File: src/rtl/dpx_pkg.sv
package dpx_pkg;
  localparam int WORD_W  = 32;
  localparam int SUB_W   = 13;
  localparam int NIMM_W  = 14;
  localparam int EXT_LOW = 6;

  typedef enum logic [1:0] {
    PB_DUPLEX = 2'b00,
    PB_MID    = 2'b01,
    PB_LOOP   = 2'b10,
    PB_END    = 2'b11
  } parse_e;

  typedef enum logic [2:0] {
    GRP_NONE = 3'd0,
    GRP_L1   = 3'd1,
    GRP_L2   = 3'd2,
    GRP_S1   = 3'd3,
    GRP_S2   = 3'd4,
    GRP_A    = 3'd5
  } grp_e;
endpackage

File: src/rtl/dpx_word_class.sv
module dpx_word_class
  import dpx_pkg::*;
(
  input  logic [WORD_W-1:0] word_i,
  output logic              is_dup_o,
  output logic              is_end_o,
  output logic              is_mark_o,
  output logic              is_ext_o,
  output logic [3:0]        dup_class_o,
  output logic [SUB_W-1:0]  sub0_o,
  output logic [SUB_W-1:0]  sub1_o,
  output logic [WORD_W-1:0] ext_payload_o,
  output logic [NIMM_W-1:0] norm_imm_o
);
  parse_e pb;

  always_comb begin
    pb            = parse_e'(word_i[15:14]);
    is_dup_o      = (pb == PB_DUPLEX);
    is_end_o      = (pb == PB_END) || (pb == PB_DUPLEX);
    is_mark_o     = (pb == PB_LOOP);
    is_ext_o      = (pb != PB_DUPLEX) && (word_i[31:28] == 4'h0);
    dup_class_o   = {word_i[31:29], word_i[13]};
    sub0_o        = word_i[12:0];
    sub1_o        = word_i[28:16];
    ext_payload_o = {word_i[27:16], word_i[13:0], {EXT_LOW{1'b0}}};
    norm_imm_o    = word_i[13:0];
  end
endmodule

File: src/rtl/dpx_group_map.sv
module dpx_group_map
  import dpx_pkg::*;
(
  input  logic [3:0] class_i,
  output grp_e       grp0_o,
  output grp_e       grp1_o,
  output logic       reserved_o
);
  always_comb begin
    reserved_o = 1'b0;
    unique case (class_i)
      4'h0: begin grp0_o = GRP_L1; grp1_o = GRP_L1; end
      4'h1: begin grp0_o = GRP_L2; grp1_o = GRP_L1; end
      4'h2: begin grp0_o = GRP_L2; grp1_o = GRP_L2; end
      4'h3: begin grp0_o = GRP_A;  grp1_o = GRP_A;  end
      4'h4: begin grp0_o = GRP_L1; grp1_o = GRP_A;  end
      4'h5: begin grp0_o = GRP_L2; grp1_o = GRP_A;  end
      4'h6: begin grp0_o = GRP_S1; grp1_o = GRP_A;  end
      4'h7: begin grp0_o = GRP_S2; grp1_o = GRP_A;  end
      4'h8: begin grp0_o = GRP_S1; grp1_o = GRP_L1; end
      4'h9: begin grp0_o = GRP_S1; grp1_o = GRP_L2; end
      4'ha: begin grp0_o = GRP_S1; grp1_o = GRP_S1; end
      4'hb: begin grp0_o = GRP_S2; grp1_o = GRP_S1; end
      4'hc: begin grp0_o = GRP_S2; grp1_o = GRP_L1; end
      4'hd: begin grp0_o = GRP_S2; grp1_o = GRP_L2; end
      4'he: begin grp0_o = GRP_S2; grp1_o = GRP_S2; end
      default: begin grp0_o = GRP_NONE; grp1_o = GRP_NONE; reserved_o = 1'b1; end
    endcase
  end
endmodule

File: src/rtl/dpx_loop_mark.sv
module dpx_loop_mark #(
  parameter int CNT_W = 3
) (
  input  logic [CNT_W-1:0] words_i,
  input  logic             mark0_i,
  input  logic             mark1_i,
  output logic [1:0]       loop_o
);
  always_comb begin
    if (words_i >= CNT_W'(3))      loop_o = {mark1_i, mark0_i};
    else if (words_i == CNT_W'(2)) loop_o = {1'b0, mark0_i};
    else                           loop_o = 2'b00;
  end
endmodule

File: src/rtl/dpx_imm_merge.sv
module dpx_imm_merge
  import dpx_pkg::*;
#(
  parameter int RAW_W = SUB_W
) (
  input  logic [RAW_W-1:0]  raw_i,
  input  logic              ext_pend_i,
  input  logic [WORD_W-1:0] ext_val_i,
  output logic [WORD_W-1:0] imm_o
);
  always_comb begin
    if (ext_pend_i) imm_o = ext_val_i | WORD_W'(raw_i[EXT_LOW-1:0]);
    else            imm_o = WORD_W'(raw_i);
  end
endmodule

File: src/rtl/dpx_packet_decoder.sv
module dpx_packet_decoder
  import dpx_pkg::*;
#(
  parameter int MAX_WORDS = 4,
  localparam int CNT_W    = $clog2(MAX_WORDS + 1)
) (
  input  logic              clk_i,
  input  logic              rst_ni,
  input  logic [31:0]       word_i,
  input  logic              word_valid_i,
  output logic              word_ready_o,
  input  logic              eos_i,
  output logic              ins_valid_o,
  output logic [31:0]       ins_word_o,
  output logic              ins_sub_o,
  output logic              ins_slot1_o,
  output logic [2:0]        ins_grp_o,
  output logic [31:0]       ins_imm_o,
  output logic              ins_ext_o,
  output logic              pkt_done_o,
  output logic [CNT_W-1:0]  pkt_words_o,
  output logic [1:0]        loop_end_o,
  output logic              err_class_o,
  output logic              err_ovf_o,
  output logic              err_incomplete_o
);
  localparam logic [CNT_W-1:0] MAX_CNT = CNT_W'(MAX_WORDS);

  // classification
  logic              wc_dup, wc_end, wc_mark, wc_ext;
  logic [3:0]        wc_class;
  logic [SUB_W-1:0]  wc_sub0, wc_sub1;
  logic [WORD_W-1:0] wc_payload;
  logic [NIMM_W-1:0] wc_nimm;

  dpx_word_class u_class (
    .word_i        (word_i),
    .is_dup_o      (wc_dup),
    .is_end_o      (wc_end),
    .is_mark_o     (wc_mark),
    .is_ext_o      (wc_ext),
    .dup_class_o   (wc_class),
    .sub0_o        (wc_sub0),
    .sub1_o        (wc_sub1),
    .ext_payload_o (wc_payload),
    .norm_imm_o    (wc_nimm)
  );

  grp_e gm_grp0, gm_grp1;
  logic gm_rsvd;

  dpx_group_map u_grp (
    .class_i    (wc_class),
    .grp0_o     (gm_grp0),
    .grp1_o     (gm_grp1),
    .reserved_o (gm_rsvd)
  );

  // packet state
  logic [CNT_W-1:0]  cnt_q;
  logic              mark0_q, mark1_q;
  logic              ext_pend_q;
  logic [WORD_W-1:0] ext_val_q;
  logic              hold_q;
  logic [SUB_W-1:0]  hold_sub_q;
  grp_e              hold_grp_q;
  logic [CNT_W-1:0]  hold_words_q;
  logic [1:0]        hold_loop_q;

  logic             accept, full, closes, open_next;
  logic [CNT_W-1:0] cnt_inc;
  logic             mark0_n, mark1_n;
  logic [1:0]       loop_res;

  assign word_ready_o = !hold_q;
  assign accept       = word_valid_i && word_ready_o;
  assign full         = (cnt_q == MAX_CNT);
  assign cnt_inc      = cnt_q + CNT_W'(1);
  assign mark0_n      = (cnt_q == CNT_W'(0)) ? wc_mark : mark0_q;
  assign mark1_n      = (cnt_q == CNT_W'(1)) ? wc_mark : mark1_q;
  assign closes       = full || wc_end;
  assign open_next    = accept ? !closes : (cnt_q != CNT_W'(0));

  dpx_loop_mark #(.CNT_W(CNT_W)) u_loop (
    .words_i (cnt_inc),
    .mark0_i (mark0_n),
    .mark1_i (mark1_n),
    .loop_o  (loop_res)
  );

  // immediate merge: index 0 ordinary word, index 1 slot-1 sub-instruction
  logic [WORD_W-1:0] imm_m [2];

  for (genvar g = 0; g < 2; g++) begin : g_imm
    if (g == 0) begin : g_norm
      dpx_imm_merge #(.RAW_W(NIMM_W)) u_m (
        .raw_i      (wc_nimm),
        .ext_pend_i (ext_pend_q),
        .ext_val_i  (ext_val_q),
        .imm_o      (imm_m[g])
      );
    end else begin : g_sub
      dpx_imm_merge #(.RAW_W(SUB_W)) u_m (
        .raw_i      (wc_sub1),
        .ext_pend_i (ext_pend_q),
        .ext_val_i  (ext_val_q),
        .imm_o      (imm_m[g])
      );
    end
  end

  always_ff @(posedge clk_i or negedge rst_ni) begin
    if (!rst_ni) begin
      cnt_q            <= '0;
      mark0_q          <= 1'b0;
      mark1_q          <= 1'b0;
      ext_pend_q       <= 1'b0;
      ext_val_q        <= '0;
      hold_q           <= 1'b0;
      hold_sub_q       <= '0;
      hold_grp_q       <= GRP_NONE;
      hold_words_q     <= '0;
      hold_loop_q      <= '0;
      ins_valid_o      <= 1'b0;
      ins_word_o       <= '0;
      ins_sub_o        <= 1'b0;
      ins_slot1_o      <= 1'b0;
      ins_grp_o        <= '0;
      ins_imm_o        <= '0;
      ins_ext_o        <= 1'b0;
      pkt_done_o       <= 1'b0;
      pkt_words_o      <= '0;
      loop_end_o       <= '0;
      err_class_o      <= 1'b0;
      err_ovf_o        <= 1'b0;
      err_incomplete_o <= 1'b0;
    end else begin
      ins_valid_o      <= 1'b0;
      ins_ext_o        <= 1'b0;
      pkt_done_o       <= 1'b0;
      loop_end_o       <= '0;
      err_class_o      <= 1'b0;
      err_ovf_o        <= 1'b0;
      err_incomplete_o <= 1'b0;

      if (hold_q) begin
        // second half of a duplex
        hold_q      <= 1'b0;
        ins_valid_o <= 1'b1;
        ins_word_o  <= WORD_W'(hold_sub_q);
        ins_sub_o   <= 1'b1;
        ins_slot1_o <= 1'b0;
        ins_grp_o   <= hold_grp_q;
        ins_imm_o   <= WORD_W'(hold_sub_q);
        pkt_done_o  <= 1'b1;
        pkt_words_o <= hold_words_q;
        loop_end_o  <= hold_loop_q;
      end else if (accept) begin
        if (full) begin
          err_ovf_o  <= 1'b1;
          cnt_q      <= '0;
          mark0_q    <= 1'b0;
          mark1_q    <= 1'b0;
          ext_pend_q <= 1'b0;
        end else if (wc_dup) begin
          cnt_q      <= '0;
          mark0_q    <= 1'b0;
          mark1_q    <= 1'b0;
          ext_pend_q <= 1'b0;
          if (gm_rsvd) begin
            err_class_o <= 1'b1;
            pkt_done_o  <= 1'b1;
            pkt_words_o <= cnt_inc;
            loop_end_o  <= loop_res;
          end else begin
            ins_valid_o  <= 1'b1;
            ins_word_o   <= WORD_W'(wc_sub1);
            ins_sub_o    <= 1'b1;
            ins_slot1_o  <= 1'b1;
            ins_grp_o    <= gm_grp1;
            ins_imm_o    <= imm_m[1];
            ins_ext_o    <= ext_pend_q;
            hold_q       <= 1'b1;
            hold_sub_q   <= wc_sub0;
            hold_grp_q   <= gm_grp0;
            hold_words_q <= cnt_inc;
            hold_loop_q  <= loop_res;
          end
        end else begin
          if (wc_ext) begin
            ext_pend_q <= 1'b1;
            ext_val_q  <= wc_payload;
          end else begin
            ins_valid_o <= 1'b1;
            ins_word_o  <= word_i;
            ins_sub_o   <= 1'b0;
            ins_slot1_o <= 1'b0;
            ins_grp_o   <= GRP_NONE;
            ins_imm_o   <= imm_m[0];
            ins_ext_o   <= ext_pend_q;
            ext_pend_q  <= 1'b0;
          end
          if (wc_end) begin
            pkt_done_o  <= 1'b1;
            pkt_words_o <= cnt_inc;
            loop_end_o  <= loop_res;
            cnt_q       <= '0;
            mark0_q     <= 1'b0;
            mark1_q     <= 1'b0;
            ext_pend_q  <= 1'b0;
          end else begin
            cnt_q   <= cnt_inc;
            mark0_q <= mark0_n;
            mark1_q <= mark1_n;
          end
        end
      end

      if (eos_i && open_next) begin
        err_incomplete_o <= 1'b1;
        cnt_q            <= '0;
        mark0_q          <= 1'b0;
        mark1_q          <= 1'b0;
        ext_pend_q       <= 1'b0;
      end
    end
  end

  AST_SLOT_ORDER: assert property (@(posedge clk_i) disable iff (!rst_ni)
    (ins_valid_o && ins_slot1_o) |=> (ins_valid_o && ins_sub_o && !ins_slot1_o));
  AST_SPLIT_STALL: assert property (@(posedge clk_i) disable iff (!rst_ni)
    (ins_valid_o && ins_slot1_o) |-> !word_ready_o);
  AST_LOOP_WITH_DONE: assert property (@(posedge clk_i) disable iff (!rst_ni)
    (loop_end_o != 2'b00) |-> pkt_done_o);
  AST_LOOP1_LONG: assert property (@(posedge clk_i) disable iff (!rst_ni)
    (pkt_done_o && (pkt_words_o < CNT_W'(3))) |-> !loop_end_o[1]);
  AST_NO_OVERFLOW: assert property (@(posedge clk_i) disable iff (!rst_ni)
    pkt_done_o |-> (pkt_words_o <= MAX_CNT) && (pkt_words_o != CNT_W'(0)));
  AST_CLASS_QUIET: assert property (@(posedge clk_i) disable iff (!rst_ni)
    err_class_o |-> (!ins_valid_o && pkt_done_o));
  AST_ERR_EXCL: assert property (@(posedge clk_i) disable iff (!rst_ni)
    $onehot0({err_class_o, err_ovf_o, err_incomplete_o}));
  AST_EXT_LOW: assert property (@(posedge clk_i) disable iff (!rst_ni)
    (ins_valid_o && ins_ext_o && !ins_sub_o) |-> (ins_imm_o[EXT_LOW-1:0] == ins_word_o[EXT_LOW-1:0]));
endmodule

File: config.mk
export PLATFORM = sky130hd
export DESIGN_NAME = dpx_packet_decoder
export DESIGN_NICKNAME = d
export VERILOG_FILES = /design/src/rtl/dpx_pkg.sv /design/src/rtl/dpx_word_class.sv /design/src/rtl/dpx_group_map.sv /design/src/rtl/dpx_loop_mark.sv /design/src/rtl/dpx_imm_merge.sv /design/src/rtl/dpx_packet_decoder.sv
export SDC_FILE = /design/constraint.sdc
export NUM_CORES = 1
export LEC_CHECK = 0
export BUFFER_PORTS_ARGS = -buffer_cell sky130_fd_sc_hd__buf_4
export CELL_PAD_IN_SITES_DETAIL_PLACEMENT = 0
export CELL_PAD_IN_SITES_GLOBAL_PLACEMENT = 1
export CORE_ASPECT_RATIO = 1.1
export CORE_MARGIN = 3
export CORE_UTILIZATION = 47
export DETAILED_ROUTE_END_ITERATION = 8
export PLACE_DENSITY_LB_ADDON = 0.08
export SLEW_MARGIN = 20
export SYNTH_ARGS = -nofsm -noshare
export SYNTH_HDL_FRONTEND = slang
export SYNTH_SLANG_ARGS = --single-unit
export TNS_END_PERCENT = 50
File: constraint.sdc
create_clock -name clk_i -period 4.9 [get_ports clk_i]
set_clock_uncertainty 0.1 [all_clocks]
set_input_delay 0.98 -clock clk_i [delete_from_list [all_inputs] [get_ports clk_i]]
set_output_delay 0.98 -clock clk_i [all_outputs]
set_load 0.02 [all_outputs]
**Word level (Yosys, flattened, before mapping)**

Index checks and enable logic that the tools add are counted.
Widths: inputs -> output; s select.

- Order comparisons: 1
- $add $sub $neg: 1
- Bitwise logic cells: 5
- Eq/ne operators: 24
- Reduce and logical (&&, ||, !) cells: 30
- Multiplexer cells: 101

Operator list:

| kind | count |
|---|---|
| $mux 32 | 14 |
| $or 32x6->32 | 2 |
| $mux 1 | 60 |
| $mux 3 | 18 |
| $pmux 3 s5 | 2 |
| $eq 4x4->1 const B | 7 |
| $eq 4x3->1 const B | 4 |
| $reduce_or 15->1 | 1 |
| $mux 2 | 7 |
| $reduce_and 5->1 | 2 |
| $reduce_or 5->1 | 2 |
| $eq 4x2->1 const B | 2 |
| $logic_not 4->1 | 2 |
| $reduce_and 4->1 | 2 |
| $reduce_or 4->1 | 2 |
| $ne 3x3->1 const B | 2 |
| $reduce_bool 2->1 | 3 |
| $reduce_bool 3->1 | 2 |
| $reduce_or 3->1 | 2 |
| $eq 2x2->1 const B | 2 |
| $eq 4x1->1 const B | 1 |
| $reduce_or 2->1 | 2 |
| $add 3x1->3 const B | 1 |
| $eq 3x1->1 const B | 1 |
| 13 further kinds | 19 |

- Logic and storage cells: 185
- Bits in registers: 134
- Bits of input ports: 36

**Depth between registers and ports, before layout**

Gate-level depths: netlist of run 1.

- Word-level depth: 9
- Gate-level depth with buffers: 9
- Mapped depth without buffers: 7

**By module**

From an unflattened synthesis of run 1, not the netlist that was laid out.

- Cells, all modules: 748
- Area, all modules: 7901.3 um^2

By module, submodules not included:

| module | instances | sequential area each (um^2) | area an instance (um^2) | cells each |
|---|---|---|---|---|
| dpx_packet_decoder | 1 | 3503.4 | 6561.3 | 567 |
| dpx_word_class | 1 | 0.0 | 621.8 | 84 |
| dpx_imm_merge at g_imm[0].g_norm.u_m | 1 | 0.0 | 291.5 | 35 |
| dpx_imm_merge at g_imm[1].g_sub.u_m | 1 | 0.0 | 282.8 | 35 |
| dpx_group_map | 1 | 0.0 | 125.1 | 24 |
| dpx_loop_mark | 1 | 0.0 | 18.8 | 3 |

**Worst setup path after synthesis of run 1**

OpenSTA, ideal clock, no wires.

- Kind: in2reg
- From: in word_i[14]
- To: reg ins_word_o[12]
- Path buffers: 2
- Cell stages on the path: 7
- Arrival: 2.479 ns
- Library setup time: 0.125 ns
- Setup slack: 2.196 ns
- Cells stage by stage: inv_1 ha_1 buf_2 buf_2 mux2_2 mux2_2 mux2_4

- Longest elaborated chain between the ends: 5
- Elaborated cells on any way between the ends: 10
- Those cells by class: eq/ne: 2; mux: 4; reduce/logical: 4

Ends and longest elaborated chain:

| what | RTL line | source |
|---|---|---|
| start: declaration | dpx_packet_decoder.sv:9 | `input logic [31:0] word_i,` |
| $logic_not 2->1 | dpx_word_class.sv:19 | `is_dup_o = (pb == PB_DUPLEX);` |
| $mux 32 | dpx_packet_decoder.sv:165 | `end else if (wc_dup) begin` |
| $mux 32 | dpx_packet_decoder.sv:159 | `if (full) begin` |
| $mux 32 | dpx_packet_decoder.sv:158 | `end else if (accept) begin` |
| $mux 32 | dpx_packet_decoder.sv:146 | `if (hold_q) begin` |
| end signal: assignment | dpx_packet_decoder.sv:150 | `ins_word_o <= WORD_W'(hold_sub_q);` |
| end signal: assignment | dpx_packet_decoder.sv:177 | `ins_word_o <= WORD_W'(wc_sub1);` |
| end signal: assignment | dpx_packet_decoder.sv:195 | `ins_word_o <= word_i;` |
| end: declaration | dpx_packet_decoder.sv:14 | `output logic [31:0] ins_word_o,` |

Several ways; a longest one is shown, not always the timed one. The select of a mux whose other input is x is not followed.
A chain may end at the register's enable or synchronous reset.

**Final worst setup path of run 1**

- From: in word_i[14]
- To: reg ins_imm_o[21]

- Longest elaborated chain between the ends: 5
- Elaborated cells on any way between the ends: 10
- Those cells by class: eq/ne: 2; mux: 4; reduce/logical: 4

Ends and longest elaborated chain:

| what | RTL line | source |
|---|---|---|
| $logic_not 2->1 | dpx_word_class.sv:19 |  |
| $mux 32 | dpx_packet_decoder.sv:165 |  |
| $mux 32 | dpx_packet_decoder.sv:159 |  |
| $mux 32 | dpx_packet_decoder.sv:158 |  |
| $mux 32 | dpx_packet_decoder.sv:146 |  |
| end signal: assignment | dpx_packet_decoder.sv:154 | `ins_imm_o <= WORD_W'(hold_sub_q);` |
| end signal: assignment | dpx_packet_decoder.sv:181 | `ins_imm_o <= imm_m[1];` |
| end signal: assignment | dpx_packet_decoder.sv:199 | `ins_imm_o <= imm_m[0];` |
| end: declaration | dpx_packet_decoder.sv:18 | `output logic [31:0] ins_imm_o,` |

Several ways; a longest one is shown, not always the timed one. The select of a mux whose other input is x is not followed.

==> results of run 1 <==
==> logic make-up after synthesis <==
| kind of cell | after synthesis | share of synthesized area [%] |
|---|---|---|
| AO/OA/AOI/OAI | 72 | 8.829 |
| XOR/XNOR | 2 | 0.2993 |
| adder cells (fa/ha/maj) | 7 | 1.496 |
| buffers and inverters | 64 | 5.045 |
| flip-flops | 128 | 54.72 |
| multiplexers | 118 | 23.28 |
| AND/OR/NAND/NOR | 77 | 6.328 |
==> through the flow <==
stage | utilization (%) | power [W]
CTS | 61.92 | 0.003336
finish | 61.92 | 0.003305
global placement | 56.30 | 0.001868
detailed placement | 56.30 | 0.001882
floorplan | - | 0.001655
global route | 61.92 | 0.003440
==> worst max-delay path by stage <==
| stage | from | slack (ps) | end | cells past startpoint |
|---|---|---|---|---|
| 3_3_place_gp | word_i[14] | 1380 | ins_imm_o[20]$_DFFE_PN0P_ | 10 |
| 4_1_cts | word_i[14] | 1700 | ins_imm_o[21]$_DFFE_PN0P_ | 10 |
| 6_report | word_i[14] | 1710 | ins_imm_o[21]$_DFFE_PN0P_ | 10 |
| 3_5_place_dp | word_i[14] | 1260 | ins_imm_o[21]$_DFFE_PN0P_ | 10 |
| 2_1_floorplan | word_i[14] | 2200 | ins_word_o[12]$_DFFE_PN0P_ | 7 |
| 5_1_grt | word_i[14] | 1540 | ins_imm_o[25]$_DFFE_PN0P_ | 10 |
==> cells in the mapped netlist, drive strengths merged <==
| cell type | count | share of area, % |
|---|---|---|
| mux2 | 85 | 18 |
| a211oi | 1 | 0.13 |
| o2111ai | 1 | 0.15 |
| nor4 | 2 | 0.47 |
| a32o | 2 | 0.34 |
| a22oi | 2 | 0.26 |
| nand2 | 42 | 2.7 |
| and4 | 2 | 0.30 |
| o31ai | 1 | 0.13 |
| o211ai | 1 | 0.13 |
| a22o | 22 | 3.3 |
| o21a | 1 | 0.13 |
| nand3 | 2 | 0.26 |
| clkbuf | 10 | 0.64 |
| dfrtp | 128 | 55 |
| a32oi | 1 | 0.15 |
| nand3b | 2 | 0.26 |
| a31oi | 1 | 0.11 |
| nor2 | 11 | 0.71 |
| nor3 | 4 | 0.34 |
| buf | 23 | 2.4 |
| mux2i | 33 | 5.6 |
| nor2b | 5 | 0.53 |
| and2 | 1 | 0.11 |
| a2bb2oi | 1 | 0.26 |
| inv | 31 | 2.0 |
| o21ai | 19 | 1.6 |
| xor2 | 1 | 0.15 |
| a311oi | 1 | 0.15 |
| nand2b | 4 | 0.43 |
| a21oi | 13 | 1.3 |
| a21boi | 1 | 0.19 |
| xnor2 | 1 | 0.15 |
| a21o | 3 | 0.38 |
| nand4 | 1 | 0.11 |
| o22ai | 1 | 0.11 |
| nor3b | 1 | 0.13 |
| ha | 7 | 1.5 |
==> registers in the layout (all words and copies together) (netlist names), 2 cells and up <==
name / count
ins_imm_o: 26
loop_end_o: 2
hold_loop_q: 2
hold_words_q: 3
hold_grp_q: 3
pkt_words_o: 3
cnt_q: 3
hold_sub_q: 13
ins_grp_o: 3
ext_val_q: 26
ins_word_o: 32
==> power by group through the flow <==
stage          Clock (W)  Sequential [W]  Combinational [W]
6_report         0.00144         0.00130           0.000560
5_1_grt          0.00151         0.00132           0.000606
4_1_cts          0.00147         0.00130           0.000567
3_5_place_dp           0         0.00132           0.000564
3_3_place_gp           0         0.00131           0.000555
2_1_floorplan          0         0.00137           0.000286
==> final cells by class <==
class,instances,area [µm²],share of cell area (%)
Tap cell,154,192.7,2.575
Multi-Input combinational cell,276,2355,31.47
Sequential cell,128,3203,42.80
Clock buffer,19,442.9,5.919
Clock inverter,13,235.2,3.143
Timing Repair Buffer,125,938.4,12.54
Inverter,31,116.4,1.555
==> per-layer routing <==
metal | GRT usage, % | part of all wire [%] | wire length, µm
met2 | 30.70 | 45 | 6172
met1 | 31.15 | 50 | 6887
met3 | 5.140 | 4.4 | 609
met4 | 6.311 | 1.1 | 155
met5 | 0 | 0 | 0
==> worst max-delay path, delay by kind of cell <==
kind / cells / cell delay [ps]
buf+inv: 5 / 1480
fa+ha+maj: 1 / 240
mux: 1 / 220
compound gates: 2 / 320
simple gates: 1 / 150
==> flow_summary.yaml, run 1 <==
finish:
  fin_nets: 622
  final_cell_mix: "dfrtp_1 (128), buf_4 (125), mux2_2 (65), nand2_1 (42), mux2i_1 (33)"
  fillers: 1010
  postLayoutCellArea_mm2: 0.007483
  antennaDiodeCount: 0
  syn2layout_area_growth_pct: 27.85
  final_cell_count_no_fill: 746
  layout_commonest_cell: "dfrtp_1"
  drive_above_1_share_pct: 41.89
critical_path:
  rr_endpoint: "ins_imm_o[21]$_DFFE_PN0P_"
  crit_top_cell: "buf_4"
  reg2reg_depth: 8
  reg2reg_from: "cnt_q[0]$_DFFE_PN0P_"
  path_max_fanout: 30
  crit_path_cell_trace: "buf_4, inv_1, ha_1, nand3_1, a2bb2oi_2, a21oi_4, buf_4, inv_2, buf_4, mux2i_1"
  critPathMaxStageDelay_ps: 710
  rrSetupSlack_ps: 1800
  arrival_ps: 3420
  worst_path_max_delay_cell: "inv_2"
  timing.critical_path.required_ps: 5130
  critPathKind: "in2reg"
  cp-end-kind: "register"
  start_kind: "primary input"
floorplanning:
  coreArea_mm2: 0.01209
  die_y_um: 123.0
  initial_core_util_pct: 48.43
  io_pins: 117
  die_w_um: 112.4
  num_rows: 42
  dieArea_mm2: 0.01383
global_route:
  grt_max_degree: 58
  grt_first_pass_wirelength_um: 22640
  first_global_vias: 4034
  overflow: 0
  antenna_found_initial: 0
  grtUsageTotal_pct: 21.01
clocking:
  cts.sinks: 128
  clkLatencyLatePin_ps: 410
  h-tree-depth: 4
  tritoncts: "yes"
  root_buffer: "clkbuf_16"
  cts_hold_buf: 0
  clk_path_buf_depth: 2
  ctsResizeCount: 0
  cts_made_buffers: 17
  postCtsSetupBuffers: 0
  clk_pin_slew_ps: 60
job:
  maxCapViolations: 0
placed_design:
  place_congestion: 0.7932
  placed_cell_area_mm2: 0.006805
  post-dp-hpwl_um: 9308
  port_buffers: 116
  place_ws_ps: 1258
  placed_cells: 714
route:
  vias: 3978
  wl_per_cell_um: 18.53
  first_pass_iters: 4
  ant_nets: 0
  drt_iter0_drc: 202
  viasPerCell: 5.332
  route.detailed.drc: 0
  wirelength_um: 13820
power_and_ir_drop:
  internal_power_w: 0.002459
  seqPwrFrac_pct: 39.4
  p_clk_share_pct: 43.7
  cellPowerDensity_mw_per_mm2: 441.7
  p_leak_nw: 3.619
  combPwrFrac_pct: 16.9
  switching_share_pct: 25.60
  ir_drop_mv: 0.2107
  netSwitchingPower_w: 0.0008459
sta:
  tns_ps: 0
  slew_violations: 0
  tightestPinTransition_ps: 938.6
  timing.final.crit_share_pct: 65.03
  whs_ps: 385.6
  setup_viol: 0
  slew_headroom_pct: 37.34
  max_freq_ghz: 0.3138
  fin_ws_ps: 1714
  hold_viol_final: 0
  rsz0062_at_grt: "false"
  fin_crit_ps: 3186
worst_hold_path:
  hold_depth: 2
  hold_class: "reg2reg"
  min_to: "hold_words_q[0]$_DFFE_PN0P_"
  hp-start: "hold_words_q[0]$_DFFE_PN0P_"
synthesis:
  ys_seq_area_share_pct: 54.72
  synth_cell_types: 46
  synth_seq_cells: 128
  syn_area_mm2: 0.005853
  syn-instance-count: 468
  synth_fp_nets: 511
  synth_warnings: 0
  syn_avg_cell_area_um2: 12.51
run_status:
  status: "complete, no violations"
Note: power is estimated with default switching activity, not from simulation.
==> run 2: changes to the inputs <==
Settings changed: CORE_UTILIZATION 47 to 40.
Clock period 4.9 ns to 2.7 ns, I/O delays scaled along.
==> flow_summary.yaml, run 2 (synthesized netlist as in run 1, its figures left out) <==
critical_path:
  cp_top_family: "flip-flops"
  start_kind: "register"
  arrival_ps: 1780
  path_max_fanout: 16
  timing.critical_path.required_ps: 2060
  crit_top_cell: "buf_4"
  critPathMaxStageDelay_ps: 690
  critPathBufInv: 3
  worst_path_max_delay_cell: "dfrtp_1"
  cp-end-kind: "output pin"
  crit_path_cell_trace: "buf_4, inv_2, buf_4"
  critPathKind: "reg2out"
finish:
  fin_nets: 630
  reg_top3: "ins_word_o: 32 flops, ext_val_q: 26 flops, ins_imm_o: 26 flops"
  final_cell_count_no_fill: 788
  final_util_pct: 54.00
  syn2layout_area_growth_pct: 29.86
  largest_reg_flops: 32
  drive_above_1_share_pct: 42.50
  layout_commonest_cell: "buf_4"
  final_cell_mix: "buf_4 (130), dfrtp_1 (128), mux2_2 (65), nand2_1 (42), mux2i_1 (33)"
  largest-register: "ins_word_o"
  antennaDiodeCount: 0
route:
  wl_per_cell_um: 18.06
  vias: 4003
  ant_nets: 0
  first_pass_iters: 6
  viasPerCell: 5.080
  drt_iter0_drc: 225
  wirelength_um: 14230
  route.detailed.drc: 0
clocking:
  cts_made_buffers: 17
  clk_path_buf_depth: 2
  clk_pin_slew_ps: 50
  postCtsSetupBuffers: 0
  h-tree-depth: 4
  cts_hold_buf: 0
  cts.sinks: 128
  root_buffer: "clkbuf_16"
  tritoncts: "yes"
  clkLatencyLatePin_ps: 410
  ctsResizeCount: 0
floorplanning:
  initial_core_util_pct: 41.58
  dieArea_mm2: 0.01612
  num_rows: 45
  coreArea_mm2: 0.01408
  die_y_um: 132.9
  die_w_um: 121.3
  io_pins: 117
global_route:
  grt_max_degree: 53
  grt_first_pass_wirelength_um: 23150
  grtUsageTotal_pct: 18.47
  antenna_found_initial: 0
  overflow: 0
  first_global_vias: 4168
sta:
  tns_ps: 0
  slew_headroom_pct: 58.78
  hold_viol_final: 0
  slew_violations: 0
  rsz0062_at_grt: "false"
  setup_viol: 0
  max_freq_ghz: 0.4141
  tightestPinTransition_ps: 618.3
  fin_crit_ps: 2415
  whs_ps: 28.28
  timing.final.crit_share_pct: 89.45
power_and_ir_drop:
  ir_drop_mv: 0.3909
  power_w: 0.005922
  cellPowerDensity_mw_per_mm2: 779.1
  p_leak_nw: 3.669
placed_design:
  port_buffers: 116
  place_congestion: 0.7565
  placed_cells: 756
  post-dp-hpwl_um: 9949
worst_hold_path:
  hold_class: "in2async"
run_status:
  status: "complete, no violations"
job:
  maxCapViolations: 0
==> run 2: where the power goes <==
group / internal (W) / switching, W
logic: 0.000519 / 0.000506
clock network: 0.00171 / 0.000819
registers: 0.00219 / 0.000175
total: 0.00442 / 0.00150
==> run 2: final timing paths <==
check | end | slack (ps) | depth (start not counted) | startpoint
worst min-delay path | ins_imm_o[29]$_DFFE_PN0P_ | 30 | 1 | rst_ni
worst min register to register | hold_words_q[0]$_DFFE_PN0P_ | 390 | 2 | hold_words_q[0]$_DFFE_PN0P_
worst max register to register | ins_imm_o[8]$_DFFE_PN0P_ | 420 | 7 | cnt_q[0]$_DFFE_PN0P_
min in group clk_i | ins_word_o[14]$_DFFE_PN0P_ | 260 | 2 | word_i[14]
worst max-delay path | word_ready_o | 280 | 3 | hold_q$_DFF_PN0_
max in group asynchronous | ins_imm_o[6]$_DFFE_PN0P_ | 1760 | 2 | rst_ni
==> run 2: layer usage <==
layer | GRT usage [%] | vias to the layer above | part of all wire [%]
li1 | - | 1875 | -
met1 | 27.61 | 1990 | 49
met2 | 25.87 | 122 | 43
met3 | 4.746 | 16 | 5.7
met4 | 6.538 | 0 | 1.3
met5 | 0 | - | 0
==> run 2: stage by stage <==
stage / setup WS (ps) / cell area (µm²)
6_report: 284.8 / 7601
5_1_grt: 213.8 / 7601
4_1_cts: 272.5 / 7601
3_5_place_dp: 274.3 / 6945
3_3_place_gp: 320.8 / 6945
2_1_floorplan: 435.5 / 5853
==> run 2: cell type report <==
class,instances,area [µm²]
tap,188,235.2
clock inverter,10,181.4
clock buffer,22,474.2
multi-input combinational,276,2355
inverter,31,116.4
sequential,128,3203
timing repair buffer,133,1036
fill,1237,6475
==> run 3: changes to the inputs <==
Settings changed: CTS_CLUSTER_SIZE set to 14, RECOVER_POWER set to 50.
==> flow_summary.yaml, run 3 (synthesized netlist as in run 1, its figures left out) <==
critical_path:
  rrSetupSlack_ps: 420
  path_max_fanout: 16
  timing.critical_path.required_ps: 2060
  crit_top_cell: "buf_4"
  start_kind: "register"
  critPathKind: "reg2out"
  worst_path_max_delay_cell: "dfrtp_1"
  critPathMaxStageDelay_ps: 690
  cp-end-kind: "output pin"
  arrival_ps: 1770
  crit_path_cell_trace: "buf_4, inv_2, buf_4"
sta:
  slew_headroom_pct: 24.92
  whs_ps: 227.6
  timing.final.crit_share_pct: 89.12
  rsz0062_at_grt: "false"
  tns_ps: 0
  max_freq_ghz: 0.4156
  fin_crit_ps: 2406
  hold_viol_final: 0
  setup_viol: 0
  tightestPinTransition_ps: 1126
  slew_violations: 0
floorplanning:
  coreArea_mm2: 0.01408
  initial_core_util_pct: 41.58
  die_y_um: 132.9
  num_rows: 45
  io_pins: 117
  dieArea_mm2: 0.01612
  die_w_um: 121.3
power_and_ir_drop:
  p_leak_nw: 3.503
  netSwitchingPower_w: 0.001493
  combPwrFrac_pct: 16.7
  ir_drop_mv: 0.3798
  cellPowerDensity_mw_per_mm2: 790.0
  power_w: 0.005872
  p_clk_share_pct: 43.0
  seqPwrFrac_pct: 40.3
  internal_power_w: 0.004379
  switching_share_pct: 25.42
finish:
  layout_commonest_cell: "dfrtp_1"
  seqCellArea_mm2: 0.003203
  antennaDiodeCount: 0
  fillers: 1278
  fin_nets: 630
  final_cell_mix: "dfrtp_1 (128), buf_4 (89), mux2_2 (65), nand2_1 (42), clkbuf_1 (42)"
  reg_top3: "ins_word_o: 32 flops, ext_val_q: 26 flops, ins_imm_o: 26 flops"
  syn2layout_area_growth_pct: 27.00
  multi_input_area_mm2: 0.002355
  drive_above_1_share_pct: 35.83
  largest-register: "ins_word_o"
  largest_reg_flops: 32
route:
  wl_per_cell_um: 18.08
  route.detailed.drc: 0
  ant_nets: 0
  wirelength_um: 14250
  viasPerCell: 5.093
  vias: 4013
  drt_iter0_drc: 220
  first_pass_iters: 5
clocking:
  h-tree-depth: 4
  cts_hold_buf: 0
  postCtsSetupBuffers: 0
  clkLatencyLatePin_ps: 410
  clk_pin_slew_ps: 50
  tritoncts: "yes"
  ctsResizeCount: 0
  clk_path_buf_depth: 2
  root_buffer: "clkbuf_16"
  cts.sinks: 128
  cts_made_buffers: 17
placed_design:
  port_buffers: 116
  post-dp-hpwl_um: 9949
  place_congestion: 0.7565
global_route:
  antenna_found_initial: 0
  grtUsageTotal_pct: 18.47
  grt_first_pass_wirelength_um: 23150
  overflow: 0
  first_global_vias: 4168
  grt_max_degree: 53
run_status:
  status: "complete, no violations"
job:
  maxCapViolations: 0
worst_hold_path:
  hold_class: "in2async"
run 3: cell count changes in the layout (fill, tap and decap cells not counted), sizes merged:
cell / change
clkbuf: +41
buf: -41
run 3: worst max-delay path, delay by kind of cell (launching register included):
| kind | cells | cell delay [ps] |
|---|---|---|
| buf+inv | 3 | 670 |
| flops | 1 | 690 |
run 3: layout make-up:
type | count | area share [%]
Clock buffer | 22 | 6.379
Clock inverter | 10 | 2.441
Inverter | 31 | 1.565
Multi-Input combinational cell | 276 | 31.68
Sequential cell | 128 | 43.09
Tap cell | 188 | 3.164
Timing Repair Buffer | 133 | 11.68
run 3: per-stage QoR:
step	util (%)	instance area (µm²)	cells	setup WS (ps)
final	52.81	7433	788	293.8
after global routing	52.81	7433	788	114.0
after CTS	54.00	7601	788	272.5
after detailed placement	49.34	6945	756	274.3
after global placement	49.34	6945	756	320.8
after floorplan	-	5853	468	435.5
run 3: metal layers:
metal	vias to the layer above	wire, µm	track usage (%)
met1	2002	7069	27.61
met4	0	130	6.538
li1	1877	-	-
met5	-	0	0
met2	124	6242	25.87
met3	10	806	4.746
run 3: power groups by stage:
stage	Combinational, W	Clock (W)	Sequential [W]
global route	0.00107	0.00267	0.00240
global placement	0.00102	0	0.00239
detailed placement	0.00104	0	0.00240
finish	0.000982	0.00252	0.00237
CTS	0.00104	0.00257	0.00237
floorplan	0.000519	0	0.00248
run 3: final timing paths:
check | startpoint | endpoint | depth (start not counted)
max in group asynchronous | rst_ni | loop_end_o[0]$_DFF_PN0_ | 2
hold reg to reg | hold_words_q[0]$_DFFE_PN0P_ | hold_words_q[0]$_DFFE_PN0P_ | 2
hold / removal | rst_ni | ins_imm_o[29]$_DFFE_PN0P_ | 1
setup / recovery | hold_q$_DFF_PN0_ | word_ready_o | 3
setup reg to reg | cnt_q[0]$_DFFE_PN0P_ | ins_imm_o[8]$_DFFE_PN0P_ | 7
min in group clk_i | word_i[14] | ins_word_o[14]$_DFFE_PN0P_ | 2
